===== src/rtl/privreg_hazard_mon.sv =====
module privreg_hazard_mon #(
  parameter int NULL_GAP = 2,
  parameter int REG_W    = 3
) (
  input  logic             clk,
  input  logic             rst,
  input  logic             ins_valid,
  input  logic [1:0]       ins_class,
  input  logic [REG_W-1:0] ins_reg,
  input  logic             pal_mode,
  input  logic             rei_to_pal,
  input  logic             trap_shadow,
  input  logic             mchk_en,
  input  logic             mchk_fault,
  output logic             mv_seen,
  output logic             mv_done,
  output logic             mv_blocked,
  output logic             viol,
  output logic [2:0]       viol_code,
  output logic             restart_bad
);
  localparam int CW = $clog2(NULL_GAP + 1);
  localparam logic [CW-1:0] GAP_MAX = CW'(NULL_GAP);
  localparam logic [1:0] C_WR  = 2'd1;
  localparam logic [1:0] C_RD  = 2'd2;
  localparam logic [1:0] C_REI = 2'd3;
  localparam logic [REG_W-1:0] R_TAG   = REG_W'(0);
  localparam logic [REG_W-1:0] R_PTE   = REG_W'(1);
  localparam logic [REG_W-1:0] R_PTMP  = REG_W'(2);
  localparam logic [REG_W-1:0] R_PBASE = REG_W'(3);

  logic          rei_pal_q;
  logic          pte_arm_q;
  logic [CW-1:0] gap_q;
  logic [2:0]    code_d;

  wire is_mv  = ins_valid && (ins_class == C_WR || ins_class == C_RD);
  wire is_wr  = ins_valid && ins_class == C_WR;
  wire is_rei = ins_valid && ins_class == C_REI;
  wire itb    = ins_reg == R_TAG || ins_reg == R_PTE || ins_reg == R_PTMP;

  wire e_nopal = is_mv && itb && !pal_mode;
  wire e_rei   = is_mv && itb && rei_pal_q;
  wire blk     = e_nopal || e_rei;
  wire done    = is_mv && !blk;
  wire pte_wr  = done && is_wr && ins_reg == R_PTE;
  wire e_gap   = done && is_wr && ins_reg == R_TAG && pte_arm_q && gap_q < GAP_MAX;
  wire e_pbase = done && is_wr && ins_reg == R_PBASE && (!pal_mode || mchk_en || trap_shadow);
  wire e_rst   = done && mchk_fault;

  always_comb begin
    if (e_nopal)      code_d = 3'd1;
    else if (e_rei)   code_d = 3'd2;
    else if (e_gap)   code_d = 3'd3;
    else if (e_pbase) code_d = 3'd4;
    else if (e_rst)   code_d = 3'd5;
    else              code_d = 3'd0;
  end

  always_ff @(posedge clk) begin
    if (rst) begin
      rei_pal_q <= 1'b0;
      pte_arm_q <= 1'b0;
      gap_q     <= '0;
    end else begin
      rei_pal_q <= is_rei && rei_to_pal;
      if (pte_wr) begin
        pte_arm_q <= 1'b1;
        gap_q     <= '0;
      end else if (!ins_valid && gap_q < GAP_MAX) begin
        gap_q <= gap_q + CW'(1);
      end
    end
  end

  always_ff @(posedge clk) begin
    if (rst) begin
      mv_seen     <= 1'b0;
      mv_done     <= 1'b0;
      mv_blocked  <= 1'b0;
      viol        <= 1'b0;
      viol_code   <= 3'd0;
      restart_bad <= 1'b0;
    end else begin
      mv_seen     <= is_mv;
      mv_done     <= done;
      mv_blocked  <= blk;
      viol        <= code_d != 3'd0;
      viol_code   <= code_d;
      restart_bad <= e_rst;
    end
  end
endmodule


===== config.mk =====
export PLATFORM = sky130hd
export DESIGN_NAME = privreg_hazard_mon
export DESIGN_NICKNAME = d
export VERILOG_FILES = /design/src/rtl/privreg_hazard_mon.sv
export SDC_FILE = /design/constraint.sdc
export NUM_CORES = 1
export LEC_CHECK = 0
export ABC_CLOCK_PERIOD_IN_PS = 2700
export BUFFER_PORTS_ARGS = -buffer_cell sky130_fd_sc_hd__buf_2
export CELL_PAD_IN_SITES_DETAIL_PLACEMENT = 0
export CELL_PAD_IN_SITES_GLOBAL_PLACEMENT = 1
export CORE_AREA = 5 5 45 47
export DETAILED_ROUTE_END_ITERATION = 10
export DIE_AREA = 0 0 50 52
export PLACE_DENSITY_LB_ADDON = 0.15
export SKIP_CTS_REPAIR_TIMING = 1
export SLEW_MARGIN = 20
export SYNTH_ARGS = -nofsm -noshare
export SYNTH_HDL_FRONTEND = slang
export SYNTH_SLANG_ARGS = --single-unit

===== constraint.sdc =====
create_clock -name clk -period 2.7 [get_ports clk]
set_input_delay 0.675 -clock clk [delete_from_list [all_inputs] [get_ports clk]]
set_output_delay 0.675 -clock clk [all_outputs]
set_load 0.005 [all_outputs]

==> metrics.log, run 1 <==
[metrics] status: finished, final reports clean
[metrics] Remaining Overflow, GRT: 0
[metrics] width of the chip: 50 um
[metrics] critical path buffer and inverter count: 2
[metrics] number of failing setup endpoints in the final timing report: 0
[metrics] clock sink count: 12
[metrics] shortest period the worst path allows: 1.61 ns
[metrics] number of antenna violations at the first check in global routing: 0
[metrics] number of iterations in the first detailed-routing pass: 4
[metrics] maximum capacitance violations: 0
[metrics] Slew @ Worst Pin: 0.336 ns
[metrics] Layout Nets: 91
[metrics] slowest cell on the critical path: sky130_fd_sc_hd__or2_1
[metrics] Fillers: 171
[metrics] Setup Total Neg Slack: 0 ns
[metrics] worst IR drop on VDD: 0.000301 V
[metrics] final worst setup slack: 1.09 ns
[metrics] proportion of register bits with asynchronous set or reset after synthesis: 0%
[metrics] I/O pin count: 21
[metrics] post-layout total power: 374 uW
[metrics] RSZ-0062 raised after global routing: no
[metrics] WL/cell: 11.6 um
[metrics] layout-stage area growth over the synthesis result: 29.6%
[metrics] DRC Markers: 0
[metrics] Clock Skew: 0.00294 ns
[metrics] yosys synthesis warning count: 0
[metrics] maximum fanout count along the critical path: 5
[metrics] clk buf depth: 2
[metrics] layout cells sized above 1: 41.3%
[metrics] share of Yosys cell area claimed by the top area cell type: 45.1%
[metrics] IO Port Bufs: 20
[metrics] DIE AREA: 2600 sq um
[metrics] diode count: 0
[metrics] count of standard-cell rows: 15
[metrics] critical path capture point type: register
[metrics] Slowest Stage Delay on Critical Path: 0.30 ns
[metrics] Global Route Usage Sum: 8.86%
[metrics] category of cells accounting for the largest share of critical-path delay: simple AND/OR/NAND/NOR gates
[metrics] max-slew violation count: 0
[metrics] detailed placement HPWL: 912 um
[metrics] sequential cell area in the final layout: 240 sq um
[metrics] via/cell ratio: 4.79
[metrics] top cell type by total area after synthesis: sky130_fd_sc_hd__dfxtp_1
[metrics] Required @ worst endpoint: 2.88 ns
[metrics] total instance count after detailed placement: 88
[metrics] Skew-Pair Late Insertion Delay: 0.26 ns
[metrics] power per cell area: 541 nW/um^2
[metrics] CTS H-tree lvls: 1
[metrics] number of buffers created by CTS: 3
[metrics] maximum clock rate: 0.622 GHz
[metrics] Post-DRT Antenna Nets: 0
[metrics] number of flops mapped to enable cells by yosys: 0
[metrics] met2 track demand over resource in global routing: 14.9%
[metrics] startpoint-to-endpoint class of the critical path: input pin to register
[metrics] sequential area share after synthesis: 45.1%
[metrics] average footprint of a synthesized cell: 10.5 sq um
[metrics] Netlist cell types: 27
[metrics] global-route wire length before repair: 1.69 mm
[metrics] final std cells w/o fill: 92
[metrics] DP Worst Slack: 0.816 ns
[metrics] global routing met3 resource utilization: 3.72%
[metrics] number of global-route vias before repair: 409
[metrics] arrival time of the worst setup path: 1.79 ns
[metrics] Gate Count Post-Synth: 51
[metrics] GRT met1 Usage: 9.62%
[metrics] reported leakage power: 0.000333 uW
[metrics] main flop type after synthesis: sky130_fd_sc_hd__dfxtp_1
[metrics] buffer type at the clock tree root: sky130_fd_sc_hd__clkbuf_4
[metrics] clock tree from TritonCTS: done
[metrics] initial cell density of the core: 33.0%
[metrics] GRT Max-Usage Layer: met2
[metrics] Hold Fails Final Rpt: 0
[metrics] startpoint kind of the worst setup timing path: input pin
[metrics] global placer's final weighted congestion: 0.653
[metrics] vias post-DR: 441
[metrics] initial DRC count: 3
[metrics] post-route fraction of the period consumed by the critical path: 59.5%
[metrics] maximum number of pins on one net before global-route repair: 8
[metrics] CP Cell Sequence: buf_2, inv_1, ha_1, nand2b_2, or2_1, nor3_1
[metrics] Core Box Area: 1610 sq um
[metrics] cells taking the most area after synthesis: sky130_fd_sc_hd__dfxtp_1 45%, sky130_fd_sc_hd__nor4b_2 5.6%, sky130_fd_sc_hd__ha_1 4.7%, sky130_fd_sc_hd__inv_1 3.5%, sky130_fd_sc_hd__o32ai_2 3.1%
[metrics] number of storage elements in the synthesis netlist: 12
[metrics] total wire length: 1.07 mm
[metrics] remaining max-slew budget at the tightest pin: 77.4%
[metrics] type of the most critical hold path: register to register
[metrics] Syn Nets: 66
[metrics] netlist area before placement: 533 sq um
[metrics] height of the die: 52 um
[metrics] clock-pin slew of the registers on the worst-case setup and hold paths: 0.07 ns
[metrics] multi-input combinational cell area: 270 sq um
## flip-flops by register name, indices dropped and copies added, names as in the netlist
name         count
gap_q            2
pte_arm_q        1
restart_bad      1
mv_done          1
viol_code        3
mv_seen          1
rei_pal_q        1
mv_blocked       1
viol             1
## synthesized netlist by cell type, types with 2 or more instances
cell	number
sky130_fd_sc_hd__inv_1	5
sky130_fd_sc_hd__a21oi_1	2
sky130_fd_sc_hd__a22oi_1	2
sky130_fd_sc_hd__ha_1	2
sky130_fd_sc_hd__dfxtp_1	12
sky130_fd_sc_hd__nor4b_2	2
sky130_fd_sc_hd__nor2_1	2
sky130_fd_sc_hd__and3_1	2
sky130_fd_sc_hd__a31oi_1	2
sky130_fd_sc_hd__nor3_1	3
## final timing paths
| kind | startpoint | end | slack, ns | cells after the start |
|---|---|---|---|---|
| setup / recovery | ins_class[1] | viol_code[1] | 1.09 | 6 |
| hold / removal | pte_arm_q | pte_arm_q | 0.48 | 1 |
| hold reg to reg | pte_arm_q | pte_arm_q | 0.48 | 1 |
| setup reg to reg | rei_pal_q | viol_code[0] | 1.53 | 3 |
## logic make-up after synthesis
logic type	Yosys count	share of synthesized area, %
AOI/OAI and AO/OA	12	18.5
and+or+nand+nor	18	25.8
xor gates and xnor gates	1	1.64
buffers and inverters	6	4.23
adders and majority gates	2	4.69
DFF	12	45.1
## where the power goes
group	internal (uW)	total, uW	switching [uW]
clock network	81.8	138	56.2
registers	185	188	3.78
logic	22.3	47.6	25.3
## through the flow
stage / area, sq um / utilization (%) / hold slack (ns)
global route: 691 / 42.8 / 0.510
detailed placement: 654 / 40.5 / 0.469
CTS: 691 / 42.8 / 0.486
global placement: 654 / 40.5 / 0.480
floorplan: 533 / - / 0.441
finish: 691 / 42.8 / 0.484
## final cells by class
class                   count  area share, %
multi-input cells          33           39.1
clock buffers               4           5.25
inverters                   6           3.26
well taps                  17           3.08
repair buffers             20           14.5
flip-flops and latches     12           34.8
## routing by layer
| metal | wire, um | up-vias |
|---|---|---|
| li1 | - | 236 |
| met1 | 453 | 192 |
| met2 | 526 | 13 |
| met3 | 86 | 0 |
| met4 | 0 | 0 |
| met5 | 0 | - |
## cell usage in the layout (no fill, tap or decap), types with 2 or more instances in the layout
master                     instances
sky130_fd_sc_hd__buf_2            20
sky130_fd_sc_hd__dfxtp_1          12
sky130_fd_sc_hd__inv_1             5
sky130_fd_sc_hd__nor3_1            3
sky130_fd_sc_hd__clkbuf_4          3
sky130_fd_sc_hd__a21oi_1           2
sky130_fd_sc_hd__and3_1            2
sky130_fd_sc_hd__nor4b_2           2
sky130_fd_sc_hd__a22oi_1           2
sky130_fd_sc_hd__a31oi_1           2
sky130_fd_sc_hd__nor2_1            2
sky130_fd_sc_hd__ha_1              2
No activity file was read; power rests on OpenSTA's default activity.
==> run 2, diff against run 1 <==
Settings changed: ABC_CLOCK_PERIOD_IN_PS 2700 to 1600, CORE_AREA 5 5 45 47 to 5 5 47 49, DIE_AREA 0 0 50 52 to 0 0 52 54.
Clock period 2.7 ns to 1.6 ns, I/O delays scaled along.
==> run 2 against run 1 <==
  * Sequential power is 69% higher
  * Combinational power rose by 67%
  * Power grew 68%
  * Clock power increased by 67%
  * Clock skew shrank 0.00050 ns
  * Non-clock buffer count unchanged
  * Cell count is 11% higher
  * Critical path type unchanged
  * Critical endpoint is now gap_q[0]
==> metrics.log, run 2 (synthesized netlist as in run 1, its figures left out) <==
[metrics] status: finished, final reports clean
[metrics] category of cells accounting for the largest share of critical-path delay: simple AND/OR/NAND/NOR gates
[metrics] number of buffers created by CTS: 3
[metrics] layout cells sized above 1: 41.3%
[metrics] Slowest Stage Delay on Critical Path: 0.37 ns
[metrics] type of the most critical hold path: input pin to register
[metrics] placed instance area: 667 sq um
[metrics] remaining max-slew budget at the tightest pin: 77.1%
[metrics] clock-pin slew of the registers on the worst-case setup and hold paths: 0.07 ns
[metrics] critical path buffer and inverter count: 1
[metrics] met2 track demand over resource in global routing: 14.2%
[metrics] CP Cell Sequence: buf_2, ha_1, nand2b_2, nor4_2, nor3_1
[metrics] slowest cell on the critical path: sky130_fd_sc_hd__nor4_2
[metrics] number of antenna violations at the first check in global routing: 0
[metrics] post-layout total power: 627 uW
[metrics] post-route fraction of the period consumed by the critical path: 82.1%
[metrics] register share of total power: 50.6%
[metrics] RSZ-0062 raised after global routing: no
[metrics] count of standard-cell rows: 16
[metrics] Skew-Pair Late Insertion Delay: 0.26 ns
[metrics] GRT Max-Usage Layer: met2
[metrics] number of failing setup endpoints in the final timing report: 0
[metrics] initial cell density of the core: 29.3%
[metrics] largest registers: viol_code x3, gap_q x2
[metrics] number of iterations in the first detailed-routing pass: 4
[metrics] startpoint-to-endpoint class of the critical path: input pin to register
[metrics] instance count along the most critical hold path: 2
[metrics] via/cell ratio: 4.41
[metrics] global-route wire length before repair: 1.77 mm
[metrics] WL/cell: 10.2 um
[metrics] maximum fanout count along the critical path: 4
[metrics] detailed placement HPWL: 876 um
[metrics] Required @ worst endpoint: 1.74 ns
[metrics] worst IR drop on VDD: 0.000539 V
[metrics] global placer's final weighted congestion: 0.793
[metrics] power share of the combinational group: 12.7%
[metrics] power per cell area: 892 nW/um^2
[metrics] hold path startpoint: rst
[metrics] most frequent standard cell in the layout excluding fill and tap cells: sky130_fd_sc_hd__buf_2
[metrics] global routing met3 resource utilization: 4.16%
[metrics] clk buf depth: 2
[metrics] I/O pin count: 21
[metrics] reported leakage power: 0.000333 uW
[metrics] Clock Skew: 0.00244 ns
[metrics] flip-flop count of the largest register after layout: 3
[metrics] width of the chip: 52 um
[metrics] layout-stage area growth over the synthesis result: 31.9%
[metrics] Slew @ Worst Pin: 0.341 ns
[metrics] arrival time of the worst setup path: 1.45 ns
[metrics] Post-DRT Antenna Nets: 0
[metrics] DP Worst Slack: 0.000769 ns
[metrics] Largest Register: viol_code
[metrics] Core Box Area: 1820 sq um
[metrics] Layout Nets: 91
[metrics] diode count: 0
[metrics] startpoint kind of the worst setup timing path: input pin
[metrics] worst r2r dst: viol_code[0]
[metrics] Remaining Overflow, GRT: 0
[metrics] maximum number of pins on one net before global-route repair: 8
[metrics] shortest period the worst path allows: 1.31 ns
[metrics] slack of the worst reg-to-reg path: 0.43 ns
[metrics] height of the die: 54 um
[metrics] clock sink count: 12
[metrics] number of global-route vias before repair: 421
[metrics] top library cells by usage in the layout, fill and taps aside: 20 x sky130_fd_sc_hd__buf_2, 12 x sky130_fd_sc_hd__dfxtp_1, 5 x sky130_fd_sc_hd__inv_1
[metrics] critical path capture point type: register
[metrics] DIE AREA: 2810 sq um
[metrics] Setup Total Neg Slack: 0 ns
[metrics] buffer type at the clock tree root: sky130_fd_sc_hd__clkbuf_4
[metrics] Switch Pwr: 141 uW
[metrics] IO Port Bufs: 20
[metrics] DRC Markers: 0
[metrics] maximum clock rate: 0.761 GHz
[metrics] total wire length: 1.04 mm
[metrics] net switching share of the total power: 22.4%
[metrics] Hold Fails Final Rpt: 0
[metrics] max-slew violation count: 0
[metrics] maximum capacitance violations: 0
[metrics] Reg2Reg Depth: 3
[metrics] clock tree from TritonCTS: done
[metrics] final core area utilization: 38.6%
[metrics] vias post-DR: 450
[metrics] final worst setup slack: 0.287 ns
[metrics] reg-to-reg startpoint: rei_pal_q
[metrics] portion of total power attributed to the clock network: 36.8%
[metrics] GRT met1 Usage: 9.56%
[metrics] initial DRC count: 12
[metrics] CTS H-tree lvls: 1
[metrics] internal cell power: 487 uW
[metrics] summed area of non-filler cells in the final layout: 703 sq um
[metrics] sink of the worst hold path: restart_bad
[metrics] Global Route Usage Sum: 8.71%
[metrics] Fillers: 192
==> run 2: cell counts in the layout (fill, tap and decap cells not counted) <==
Identical to the previous run, type by type.
==> run 2: worst max path at each step <==
| stage | depth (start not counted) | to | from |
|---|---|---|---|
| after floorplan | 5 | gap_q[0] | ins_class[1] |
| after global placement | 5 | viol_code[1] | ins_class[0] |
| after detailed placement | 5 | gap_q[0] | ins_class[0] |
| after CTS | 5 | gap_q[0] | ins_class[0] |
| after global routing | 6 | gap_q[1] | ins_class[1] |
| final | 5 | gap_q[0] | ins_class[0] |
==> run 2: power by group through the flow <==
stage | logic (uW) | clock network [uW] | registers (uW)
floorplan | 41.1 | 0 | 325
global placement | 81.7 | 0 | 324
detailed placement | 80.2 | 0 | 325
CTS | 80.5 | 236 | 317
global route | 90.4 | 266 | 319
finish | 79.6 | 231 | 317
==> run 2: metal layers <==
layer,routed length [um],vias to the layer above
met5,0,-
met4,7,0
met3,80,2
met2,488,14
met1,468,195
li1,-,239
==> run 2: stage by stage <==
stage,hold WS [ns],cells
6_report,0.401,102
5_1_grt,0.403,102
4_1_cts,0.405,102
3_5_place_dp,0.468,98
3_3_place_gp,0.483,98
2_1_floorplan,0.441,51
==> run 2: layout make-up <==
cell class                      instances  area (sq um)  share of cell area (%)
Multi-Input combinational cell         33           270                    38.4
Sequential cell                        12           240                    34.2
Tap cell                               27          33.8                    4.80
Clock buffer                            4          36.3                    5.16
Inverter                                6          22.5                    3.20
Timing Repair Buffer                   20           100                    14.2
==> run 2: worst register-to-register path, stage by stage (launching register included) <==
cell and delay, ns:
sky130_fd_sc_hd__dfxtp_1 0.32, sky130_fd_sc_hd__nand2b_1 0.22, sky130_fd_sc_hd__a211o_1 0.35, sky130_fd_sc_hd__o32ai_2 0.19
